File: src/rtl/adbus_pkg.sv
package adbus_pkg;

  typedef enum logic [2:0] {
    PH_IDLE = 3'd0,
    PH_T1   = 3'd1,
    PH_T2   = 3'd2,
    PH_T3   = 3'd3,
    PH_T4   = 3'd4,
    PH_HOLD = 3'd5
  } phase_e;

  typedef struct packed {
    logic wr;
    logic hi_en;
    logic addr_off;
  } req_flags_t;

endpackage

File: src/rtl/adbus_rdy_sync.sv
module adbus_rdy_sync #(
  parameter int STAGES = 2
) (
  input  logic clk,
  input  logic rst_n,
  input  logic ardy_i,
  input  logic srdy_i,
  output logic rdy_o
);

  logic [STAGES:0] chain;

  assign chain[0] = ardy_i;

  for (genvar s = 0; s < STAGES; s++) begin : g_stage
    always_ff @(posedge clk or negedge rst_n) begin
      if (!rst_n) begin
        chain[s+1] <= 1'b0;
      end else begin
        chain[s+1] <= chain[s];
      end
    end
  end

  assign rdy_o = chain[STAGES] | srdy_i;

endmodule

File: src/rtl/adbus_fsm.sv
module adbus_fsm
  import adbus_pkg::*;
(
  input  logic   clk,
  input  logic   rst_n,
  input  logic   req_valid,
  input  logic   hold_req,
  input  logic   rdy,
  output logic   req_ready,
  output logic   accept,
  output logic   cap_en,
  output phase_e phase
);

  phase_e cur_q, nxt;

  assign req_ready = ((cur_q == PH_IDLE) || (cur_q == PH_T4)) && !hold_req;
  assign accept    = req_ready && req_valid;
  assign cap_en    = (cur_q == PH_T3) && rdy;
  assign phase     = cur_q;

  always_comb begin
    nxt = cur_q;
    case (cur_q)
      PH_IDLE: begin
        if (hold_req)       nxt = PH_HOLD;
        else if (req_valid) nxt = PH_T1;
      end
      PH_T1: nxt = PH_T2;
      PH_T2: nxt = PH_T3;
      PH_T3: if (rdy) nxt = PH_T4;
      PH_T4: begin
        if (hold_req)       nxt = PH_HOLD;
        else if (req_valid) nxt = PH_T1;
        else                nxt = PH_IDLE;
      end
      PH_HOLD: if (!hold_req) nxt = PH_IDLE;
      default: nxt = PH_IDLE;
    endcase
  end

  always_ff @(posedge clk or negedge rst_n) begin
    if (!rst_n) begin
      cur_q <= PH_IDLE;
    end else begin
      cur_q <= nxt;
    end
  end

endmodule

File: src/rtl/adbus_pins.sv
module adbus_pins
  import adbus_pkg::*;
#(
  parameter int DW = 16
) (
  input  logic          clk,
  input  logic          rst_n,
  input  logic          accept,
  input  logic          cap_en,
  input  phase_e        phase,
  input  logic [DW-1:0] req_addr,
  input  logic [DW-1:0] req_wdata,
  input  req_flags_t    req_flags,
  input  logic [DW-1:0] ad_in,
  output logic [DW-1:0] ad_out,
  output logic          oe_lo,
  output logic          oe_hi,
  output logic          ale,
  output logic [DW-1:0] rd_data
);

  logic [DW-1:0] addr_q, wdata_q, rd_q;
  req_flags_t    flags_q;
  logic          in_t1, in_data;

  always_ff @(posedge clk or negedge rst_n) begin
    if (!rst_n) begin
      addr_q  <= '0;
      wdata_q <= '0;
      flags_q <= '0;
    end else if (accept) begin
      addr_q  <= req_addr;
      wdata_q <= req_wdata;
      flags_q <= req_flags;
    end
  end

  always_ff @(posedge clk or negedge rst_n) begin
    if (!rst_n) begin
      rd_q <= '0;
    end else if (cap_en && !flags_q.wr) begin
      rd_q <= ad_in;
    end
  end

  assign in_t1   = (phase == PH_T1);
  assign in_data = (phase == PH_T2) || (phase == PH_T3) || (phase == PH_T4);

  assign ale     = in_t1;
  assign ad_out  = in_t1 ? addr_q : wdata_q;
  assign oe_lo   = in_t1 || (in_data && flags_q.wr);
  assign oe_hi   = (in_t1 && !flags_q.addr_off) ||
                   (in_data && flags_q.wr && flags_q.hi_en);
  assign rd_data = rd_q;

endmodule

File: src/rtl/adbus_seq.sv
module adbus_seq
  import adbus_pkg::*;
#(
  parameter int DW          = 16,
  parameter int SYNC_STAGES = 2
) (
  input  logic          clk,
  input  logic          rst_n,
  input  logic          req_valid,
  output logic          req_ready,
  input  logic [DW-1:0] req_addr,
  input  logic [DW-1:0] req_wdata,
  input  logic          req_write,
  input  logic          req_hi_en,
  input  logic          req_addr_off,
  input  logic          hold_req,
  output logic          hold_ack,
  input  logic          srdy,
  input  logic          ardy,
  input  logic [DW-1:0] ad_in,
  output logic [DW-1:0] ad_out,
  output logic          ad_oe_lo,
  output logic          ad_oe_hi,
  output logic          ale,
  output logic [2:0]    phase_o,
  output logic          done,
  output logic [DW-1:0] rd_data,
  output logic [DW-1:0] cfg_word
);

  logic       rdy, accept, cap_en;
  phase_e     phase;
  req_flags_t flags;
  logic [DW-1:0] cfg_q;

  assign flags = '{wr: req_write, hi_en: req_hi_en, addr_off: req_addr_off};

  adbus_rdy_sync #(.STAGES(SYNC_STAGES)) u_sync (
    .clk    (clk),
    .rst_n  (rst_n),
    .ardy_i (ardy),
    .srdy_i (srdy),
    .rdy_o  (rdy)
  );

  adbus_fsm u_fsm (
    .clk       (clk),
    .rst_n     (rst_n),
    .req_valid (req_valid),
    .hold_req  (hold_req),
    .rdy       (rdy),
    .req_ready (req_ready),
    .accept    (accept),
    .cap_en    (cap_en),
    .phase     (phase)
  );

  adbus_pins #(.DW(DW)) u_pins (
    .clk       (clk),
    .rst_n     (rst_n),
    .accept    (accept),
    .cap_en    (cap_en),
    .phase     (phase),
    .req_addr  (req_addr),
    .req_wdata (req_wdata),
    .req_flags (flags),
    .ad_in     (ad_in),
    .ad_out    (ad_out),
    .oe_lo     (ad_oe_lo),
    .oe_hi     (ad_oe_hi),
    .ale       (ale),
    .rd_data   (rd_data)
  );

  // Configuration word: sampled on every clock while reset is held, frozen after.
  always_ff @(posedge clk) begin
    if (!rst_n) begin
      cfg_q <= ad_in;
    end
  end

  assign cfg_word = cfg_q;
  assign phase_o  = phase;
  assign done     = (phase == PH_T4);
  assign hold_ack = (phase == PH_HOLD);

endmodule

File: config.mk
export PLATFORM = sky130hd
export DESIGN_NAME = adbus_seq
export DESIGN_NICKNAME = d
export VERILOG_FILES = /design/src/rtl/adbus_pkg.sv /design/src/rtl/adbus_rdy_sync.sv /design/src/rtl/adbus_fsm.sv /design/src/rtl/adbus_pins.sv /design/src/rtl/adbus_seq.sv
export SDC_FILE = /design/constraint.sdc
export NUM_CORES = 1
export LEC_CHECK = 0
export CAP_MARGIN = 20
export CELL_PAD_IN_SITES_DETAIL_PLACEMENT = 0
export CELL_PAD_IN_SITES_GLOBAL_PLACEMENT = 1
export CORE_AREA = 2 2 94 96
export CTS_BUF_LIST = sky130_fd_sc_hd__clkbuf_2 sky130_fd_sc_hd__clkbuf_4 sky130_fd_sc_hd__clkbuf_8
export DETAILED_ROUTE_END_ITERATION = 8
export DIE_AREA = 0 0 96 98
export PLACE_DENSITY = 0.82
export SLEW_MARGIN = 20
export SYNTH_ARGS = -nofsm -noshare
export SYNTH_HDL_FRONTEND = slang
export SYNTH_SLANG_ARGS = --single-unit
File: constraint.sdc
create_clock -name clk -period 1.9 [get_ports clk]
set_clock_uncertainty 0.05 [all_clocks]
set_input_delay 0.19 -clock clk [delete_from_list [all_inputs] [get_ports clk]]
set_output_delay 0.19 -clock clk [all_outputs]
set_load 0.02 [all_outputs]
# [Word-level counts from Yosys, hierarchy flattened]
# Index checks and enable logic that the tools add are counted.
[op_classes] n_eq_ne=8 n_mux=8 bitwise_logic=1 reduce_logical=17
[ops] cell="3-bit case mux with 6 select lines" count=1
[ops] cell="16-bit two-way mux" count=1
[ops] cell="3-bit two-way mux" count=5
[ops] cell="1-bit logical AND" count=7
[ops] cell="3-bit by 2-bit equality test with 1-bit output (second input constant)" count=2
[ops] cell="3-bit equality test (second input constant)" count=2
[ops] cell="1-bit logical OR" count=5
[ops] cell="3-bit by 1-bit equality test with 1-bit output (second input constant)" count=1
[ops] cell="1-bit logical NOT" count=3
[ops] cell="3-bit logical NOT" count=1
[ops] cell="3-bit inequality test (second input constant)" count=1
[ops] cell="3-bit AND reduction" count=1
[ops] cell="2-bit by 1-bit inequality test with 1-bit output (second input constant)" count=1
[ops] cell="2-bit inequality test (second input constant)" count=1
[ops] cell="1-bit two-way mux" count=1
[ops] cell="1-bit bitwise OR" count=1
[word_totals] regBits=72 output_inout_bits=57

# [Longest topological paths before layout]
# Gate-level depths: netlist of the first run.
[depth] ltp_word=6 depth_mapped=6

# [Hierarchy]
# A second synthesis of the first run with hierarchy kept.
[hier_totals] cells_unflattened=171 hier_area_um2=2925.3
[by_module_without_submodules] mod="adbus_pins" instances=1 cells_per_inst=133 area_per_inst_um2=2200.9
[by_module_without_submodules] mod="adbus_seq" instances=1 cells_per_inst=19 area_per_inst_um2=505.5
[by_module_without_submodules] mod="adbus_fsm" instances=1 cells_per_inst=16 area_per_inst_um2=162.7
[by_module_without_submodules] mod="adbus_rdy_sync" instances=1 cells_per_inst=3 area_per_inst_um2=56.3

# [Worst setup path after synthesis of the first run]
# No wires, ideal clock.
[synth_path] path_kind="register to register" start="register u_fsm.cur_q[0] (netlist: u_fsm.phase[0])" end="register u_pins.addr_q[0]" setup_time_ns=0.125 t_arrival_ns=2.005 t_required_ns=1.725 setup_slack_ns=-0.280 path_stages_with_launch=7 cell_sequence="dfrtp_1 > buf_4 > nor3_1 > and2_1 > buf_4 > buf_4 > mux2_2"
[synth_between] elab_chain_cells=4 word_cells_on_any_way=5
[synth_rtl] element="start: declaration" line_no="adbus_fsm.sv:15" rtl="phase_e cur_q, nxt;"
[synth_rtl] element="start signal: assignment" line_no="adbus_fsm.sv:46" rtl="cur_q <= nxt;"
[synth_rtl] element="3-bit equality test / 3-bit logical NOT (equally long branches)" line_no="adbus_fsm.sv:17" rtl="assign req_ready = ((cur_q == PH_IDLE) || (cur_q == PH_T4)) && !hold_req;"
[synth_rtl] element="1-bit logical OR *" line_no="adbus_fsm.sv:17"
[synth_rtl] element="1-bit logical AND *" line_no="adbus_fsm.sv:17"
[synth_rtl] element="net req_ready" line_no="adbus_seq.sv:10" rtl="output logic req_ready,"
[synth_rtl] element="1-bit logical AND *" line_no="adbus_fsm.sv:18" rtl="assign accept = req_ready && req_valid;"
[synth_rtl] element="end signal: assignment" line_no="adbus_pins.sv:32" rtl="addr_q <= req_addr;"
[synth_rtl] element="end: declaration" line_no="adbus_pins.sv:22" rtl="logic [DW-1:0] addr_q, wdata_q, rd_q;"
# The timed path passes the listed nets; every way through them passes the cells marked *.
# A chain may end at the register's enable or synchronous reset.

# [Final worst setup path of the first run]
[layout_path] start="register u_fsm.cur_q[2] (netlist: u_fsm.phase[2])" end="output ad_out[7]"
[layout_between] elab_chain_cells=2
[layout_rtl] element="3-bit by 1-bit equality test with 1-bit output" line_no="adbus_pins.sv:46" rtl="assign in_t1 = (phase == PH_T1);"
[layout_rtl] element="16-bit two-way mux" line_no="adbus_pins.sv:50" rtl="assign ad_out = in_t1 ? addr_q : wdata_q;"
[layout_rtl] element="end: declaration" line_no="adbus_seq.sv:21" rtl="output logic [DW-1:0] ad_out,"
# No other way between the ends.

==> results.json, run 1 <==
{
  "result_of_the_run": "finished, violations left",
  "failed_checks": "setup timing",
  "drt-vias-per-instance": 4.59,
  "synth-simple-area-share": 0.0359,
  "synth_top_family_by_area": "multiplexers",
  "vdd_ir_drop_max_mv": 1.02,
  "max_freq_mhz": 515,
  "post-route-min-period_ns": 1.94,
  "rsz0062_at_grt": "yes",
  "setup_viol_count_final": 5,
  "cts_root_buf": "clkbuf_8",
  "number_of_ports_placed_on_the_die_boundary": 114,
  "die_height_um": 98,
  "floorplan.rows": 34,
  "synth_warnings": 0,
  "clk_pin_slew_ns": 0.08,
  "routabilityCongestion": 0.701,
  "cts.path.max_buffers": 2,
  "drive_above_1_share": 0.408,
  "minimum_setup_slack_in_the_final_design_ns": -0.0431,
  "floorplan.die_area_um2": 9410,
  "postRouteAntennaNets": 0,
  "cts.sinks": 72,
  "ys_types": 27,
  "tightestPinTransition_ns": 0.712,
  "synth.top_cell.area_share": 0.479,
  "pwr_density_cell_nw_per_um2": 1670,
  "totalWireLength_um": 6550,
  "crit_path_start_kind": "register",
  "initial_core_util": 0.345,
  "tritoncts": "done",
  "areaGrowthSynthToFinish_pct": 57.2,
  "cts-buffers-inserted": 9,
  "grt_max_degree": 57,
  "yosys.area_share.xor_xnor": 0,
  "crit_required_ns": 1.66,
  "wl_per_cell_um": 15.5,
  "synthAdderAreaFrac": 0,
  "synth.area.mux_share": 0.271,
  "fillerInstances": 717,
  "grtUsageTotal": 0.145,
  "dr.first_iter.drc_count": 35,
  "routed_vias": 1937,
  "most_used_cells_in_the_layout_excluding_fill_and_tap_cells": "clkdlybuf4s50_1 (89), dfrtp_1 (56), mux2_2 (42)",
  "setup.worst_path.class": "register to primary output",
  "total_negative_setup_slack_ns": -0.173,
  "synth.net_count": 232,
  "critical_path_arrival_ns": 1.70,
  "port-buffer-count": 113,
  "hold_violations": 0,
  "first_pass_iters": 3,
  "critical_path.max_fanout": 4,
  "synth_top_area_cell": "dfrtp_1",
  "number_of_antenna_violations_at_the_first_check_in_global_routing": 0,
  "grt_pass1_wl_um": 10500,
  "final_net_count": 366,
  "design.core.area_um2": 8470,
  "clock_insertion_delay_worst_skew_ns": 0.33,
  "leakage_nw": 1.96,
  "layout.cells.most_common": "clkdlybuf4s50_1",
  "timing.hold.worst_path_depth": 1,
  "number_of_instances_in_the_synthesized_netlist": 175,
  "dieWidth_um": 96,
  "grt_overflow": 0,
  "synth_area_um2": 2920,
  "finalCoreUtilization": 0.543,
  "h-tree-depth": 3,
  "cp-end-kind": "primary output",
  "synth_area_leaders": "dfrtp_1 (48%), mux2_2 (22%), edfxtp_1 (16%)",
  "hpwlAfterDp_um": 4660,
  "drc": 0,
  "timing.final.crit_share": 1.02,
  "first_global_vias": 2160,
  "n_antenna_cell": 0,
  "timing.reg2reg.worst_path_depth": 6,
  "finalMaxSlewViolations": 0,
  "timing.hold.worst.class": "input port to register",
  "synth.ff_latch_count": 72,
  "synth_compound_gate_area_share": 0.0205,
  "max-cap-violations": 0,
  "avgSynthCellArea_um2": 16.7,
  "slew_headroom": 0.525,
  "seq_area_frac_synth": 0.644
}
## area by class of cell
cell class / instances / area (µm²) / share of cell area
clock buffer: 9 / 124 / 0.0270
multi-input combinational: 92 / 1030 / 0.225
timing repair buffer: 132 / 1330 / 0.290
inverter: 2 / 7.51 / 0.00163
sequential: 72 / 1880 / 0.409
clock inverter: 7 / 78.8 / 0.0172
tap: 108 / 135 / 0.0294
## critical path: stages, from the launching register on
cell and delay, ns:
dfrtp_1 0.38, nand2b_4 0.15, nor2_4 0.15, buf_6 0.14, buf_6 0.11, mux2_4 0.30, buf_6 0.13
## timing repair
| action | CTS | global route |
|---|---|---|
| hold buffers | 1 | 0 |
| setup buffers | 3 | 2 |
| endpoints found under the hold margin | 56 | 0 |
| pin swaps | 0 | 1 |
| cloned | 1 | 0 |
| setup endpoints to repair | 22 | 21 |
| resized for setup | 93 | 46 |
## state kept, by name (all words and copies together), names as in the netlist
signal	cells
cfg_word	16
u_fsm.phase	3
u_pins.addr_q	16
u_pins.flags_q	3
u_pins.rd_data	16
u_pins.wdata_q	16
u_sync.chain	2
## logic make-up after synthesis
group / Yosys count
AO/OA/AOI/OAI: 10
AND/OR/NAND/NOR: 15
buffers and inverters: 11
flip-flops: 72
multiplexers: 67
## synth_stat cells
library cell	instances
inv_1	2
nand2b_4	1
nand2_1	1
buf_2	1
or3_1	1
clkbuf_1	1
o21a_1	1
nor3_1	1
nor2b_1	1
nor2_2	1
o21ai_0	7
edfxtp_1	16
and2_1	1
and3b_2	1
buf_4	5
nor2_1	1
nand3b_1	3
mux2_2	57
o22a_2	1
nand4b_1	1
mux2_4	10
dfrtp_1	56
buf_6	1
and2_2	1
nand3_1	1
buf_12	1
a211oi_1	1
## report_power, final
group          internal, W  switching [W]  total, W
clock network     0.000620       0.000596   0.00122
logic              0.00228        0.00162   0.00389
registers          0.00220       0.000357   0.00255
total              0.00509        0.00257   0.00766
## metal layers
metal | GRT usage | routed length [µm] | up-vias
met3 | 0.0556 | 687 | 10
met5 | 0 | 0 | -
met2 | 0.232 | 3090 | 94
met4 | 0.0527 | 79 | 0
li1 | - | - | 899
met1 | 0.177 | 2690 | 934
## final timing paths
kind                                            start                              to  slack [ns]
min reg2reg                 u_sync.chain[1]$_DFF_PN0_       u_sync.chain[2]$_DFF_PN0_        0.31
min                                              ardy       u_sync.chain[1]$_DFF_PN0_        0.25
max                        u_fsm.phase[2]$_DFFE_PN0P_                       ad_out[7]       -0.04
max reg2reg                u_fsm.phase[2]$_DFFE_PN0P_  u_pins.rd_data[15]$_DFFE_PN0P_        0.08
min in group asynchronous                       rst_n  u_pins.rd_data[14]$_DFFE_PN0P_        0.49
max in group asynchronous                       rst_n  u_pins.wdata_q[12]$_DFFE_PN0P_        0.83
## stage by stage
| step | power, W | std cells | worst slack (ns) | hold WS [ns] | area, µm² |
|---|---|---|---|---|---|
| 6_report | 0.00766 | 422 | -0.0431 | 0.247 | 4600 |
| 3_3_place_gp | 0.00602 | 400 | -0.0119 | 0.284 | 4240 |
| 4_1_cts | 0.00732 | 421 | -0.0983 | 0.228 | 4460 |
| 2_1_floorplan | 0.00452 | 175 | 0.0196 | -0.156 | 2940 |
| 5_1_grt | 0.00813 | 422 | -0.140 | 0.225 | 4600 |
| 3_5_place_dp | 0.00610 | 400 | -0.0411 | 0.288 | 4240 |
(Power assumes the default switching activity.)
==> run 2: changes to the inputs <==
Settings changed: CORE_AREA 2 2 94 96 to 2 2 95 97, CTS_BUF_LIST sky130_fd_sc_hd__clkbuf_2 sky130_fd_sc_hd__clkbuf_4 sky130_fd_sc_hd__clkbuf_8 to sky130_fd_sc_hd__clkbuf_8 sky130_fd_sc_hd__clkbuf_16, DIE_AREA 0 0 96 98 to 0 0 97 99, PLACE_DENSITY 0.82 to 0.8.
==> run 2 against run 1 <==
  * The run still ends with setup timing left
  * Critical path depth unchanged
  * Global-route usage decreased by 1.3 points
  * Power is 1.9% lower
  * Hold slack improved by 0.012 ns
  * Register-to-register slack got worse by 0.02 ns
  * Sequential power hardly changed
  * Clock power shrank 3%
  * Utilization shrank 1.2 points
  * Worst setup slack worse by 0.014 ns
  * Combinational power is 3% lower
  * Critical endpoint is now ad_out[11]
  * Largest cell class unchanged
==> results.json, run 2 (synthesis gave the netlist of run 1 again) <==
{
  "initial_core_util": 0.342,
  "timing.reg2reg.setup_slack_ns": 0.06,
  "finalCoreUtilization": 0.531,
  "max-cap-violations": 0,
  "layout.cells.most_common": "clkdlybuf4s50_1",
  "first_pass_iters": 6,
  "areaGrowthSynthToFinish_pct": 55.2,
  "final_net_count": 363,
  "minimum_setup_slack_in_the_final_design_ns": -0.0575,
  "die_height_um": 99,
  "ordered_list_of_cells_on_the_worst_path": "nand2b_4 > nor2_4 > buf_6 > buf_6 > mux2_4 > buf_6",
  "area_taken_by_multi_input_logic_gates_um2": 1030,
  "wl_per_cell_um": 15.4,
  "grtUsageTotal": 0.132,
  "totalWireLength_um": 6470,
  "layout.area.seq_um2": 1880,
  "power_report.internal_total_w": 0.00502,
  "tritoncts": "done",
  "cts.sinks": 72,
  "dr.first_iter.drc_count": 30,
  "hold_violations": 0,
  "h-tree-depth": 3,
  "p_sw_w": 0.00250,
  "timing.final.crit_share": 1.03,
  "pwr_density_cell_nw_per_um2": 1660,
  "result_of_the_run": "finished, violations left",
  "finalMaxSlewViolations": 0,
  "regToRegStartpoint": "u_fsm.phase[2]$_DFFE_PN0P_",
  "timing.hold.worst_path_depth": 1,
  "fillerInstances": 742,
  "cts_root_buf": "clkbuf_8",
  "first_global_vias": 1946,
  "timing.critical_path.to": "ad_out[11]",
  "clock_insertion_delay_worst_skew_ns": 0.33,
  "power.share.switching": 0.333,
  "postRouteAntennaNets": 0,
  "clkPwrFrac": 0.157,
  "leakage_nw": 1.95,
  "critPathMaxStageDelay_ns": 0.38,
  "number_of_antenna_violations_at_the_first_check_in_global_routing": 0,
  "timing.hold.worst.class": "input port to register",
  "max_freq_mhz": 511,
  "worst_r2r_endpoint": "u_pins.rd_data[7]$_DFFE_PN0P_",
  "grt_max_degree": 57,
  "drive_above_1_share": 0.395,
  "slew_headroom": 0.527,
  "rsz0062_at_grt": "yes",
  "drc": 0,
  "grt_overflow": 0,
  "power.combinational.fraction": 0.502,
  "clk_pin_slew_ns": 0.07,
  "n_antenna_cell": 0,
  "setup_viol_count_final": 5,
  "timing.reg2reg.worst_path_depth": 6,
  "timing.critical_path.mode_cell": "buf_6",
  "fin_total_pwr_w": 0.00751,
  "critical_path.max_fanout": 7,
  "design.core.area_um2": 8550,
  "setup.worst_path.class": "register to primary output",
  "routed_vias": 1900,
  "drt-vias-per-instance": 4.53,
  "cts.path.max_buffers": 2,
  "cts-buffers-inserted": 9,
  "most_used_cells_in_the_layout_excluding_fill_and_tap_cells": "clkdlybuf4s50_1 (89), dfrtp_1 (56), mux2_2 (44)",
  "floorplan.rows": 34,
  "hpwlAfterDp_um": 4570,
  "critical_path_arrival_ns": 1.72,
  "tightestPinTransition_ns": 0.710,
  "post-route-min-period_ns": 1.96,
  "vdd_ir_drop_max_mv": 0.928,
  "pwr-share-seq": 0.342,
  "cp-end-kind": "primary output",
  "port-buffer-count": 113,
  "failed_checks": "setup timing",
  "routabilityCongestion": 0.694,
  "dieWidth_um": 97,
  "crit_required_ns": 1.66,
  "crit_path_start_kind": "register",
  "grt_pass1_wl_um": 9960,
  "critical_path.slowest_cell": "dfrtp_1",
  "number_of_ports_placed_on_the_die_boundary": 114,
  "floorplan.die_area_um2": 9600,
  "timing.critical_path.from": "u_fsm.phase[2]$_DFFE_PN0P_"
}
run 2: timing repair:
item | 4_1_cts | 5_1_grt
setup endpoints to repair | 22 | 17
pin swaps | 0 | 1
gates cloned | 1 | 0
buffers inserted | 2 | 1
endpoints found under the hold margin | 56 | 0
hold buffers | 1 | 0
gates resized for setup | 89 | 40
run 2: layout make-up:
class | instances | share of cell area
Sequential cell | 72 | 0.415
Multi-Input combinational cell | 92 | 0.226
Tap cell | 108 | 0.0298
Clock inverter | 6 | 0.0132
Timing Repair Buffer | 129 | 0.284
Clock buffer | 10 | 0.0303
Inverter | 2 | 0.00165
run 2: metal layers:
layer,track usage,routed length [µm]
met4,0.0520,70
met5,0,0
met3,0.0482,562
met2,0.196,2820
met1,0.178,3020
run 2: per-stage QoR:
| step | setup slack (ns) | hold WS [ns] | std cells | TNS, ns | instance area, µm² |
|---|---|---|---|---|---|
| after floorplan | 0.0196 | -0.156 | 175 | 0 | 2940 |
| after global placement | -0.0407 | 0.286 | 398 | -0.358 | 4230 |
| after detailed placement | -0.0351 | 0.287 | 398 | -0.345 | 4230 |
| after CTS | -0.0889 | 0.243 | 418 | -0.297 | 4420 |
| after global routing | -0.140 | 0.246 | 419 | -0.983 | 4540 |
| final | -0.0575 | 0.260 | 419 | -0.169 | 4540 |
run 2: critical path: cells and delay by family (launching register included):
family | cells | cell delay, ns
buffers and inverters | 3 | 0.39
muxes | 1 | 0.30
DFF | 1 | 0.38
and+or+nand+nor | 2 | 0.32
run 2: worst min-delay path by stage:
stage	from	to	slack [ns]
after CTS	ardy	u_sync.chain[1]$_DFF_PN0_	0.24
after global placement	u_sync.chain[1]$_DFF_PN0_	u_sync.chain[2]$_DFF_PN0_	0.29
after global routing	ardy	u_sync.chain[1]$_DFF_PN0_	0.25
final	ardy	u_sync.chain[1]$_DFF_PN0_	0.26
after floorplan	rst_n	u_fsm.phase[0]$_DFFE_PN0P_	-0.16
after detailed placement	u_sync.chain[1]$_DFF_PN0_	u_sync.chain[2]$_DFF_PN0_	0.29
run 2: power by group through the flow:
| stage | combinational (W) | clock [W] | sequential [W] |
|---|---|---|---|
| 2_1_floorplan | 0.00176 | 0 | 0.00276 |
| 3_3_place_gp | 0.00346 | 0 | 0.00256 |
| 3_5_place_dp | 0.00351 | 0 | 0.00257 |
| 4_1_cts | 0.00342 | 0.00121 | 0.00256 |
| 5_1_grt | 0.00398 | 0.00128 | 0.00264 |
| 6_report | 0.00377 | 0.00118 | 0.00257 |
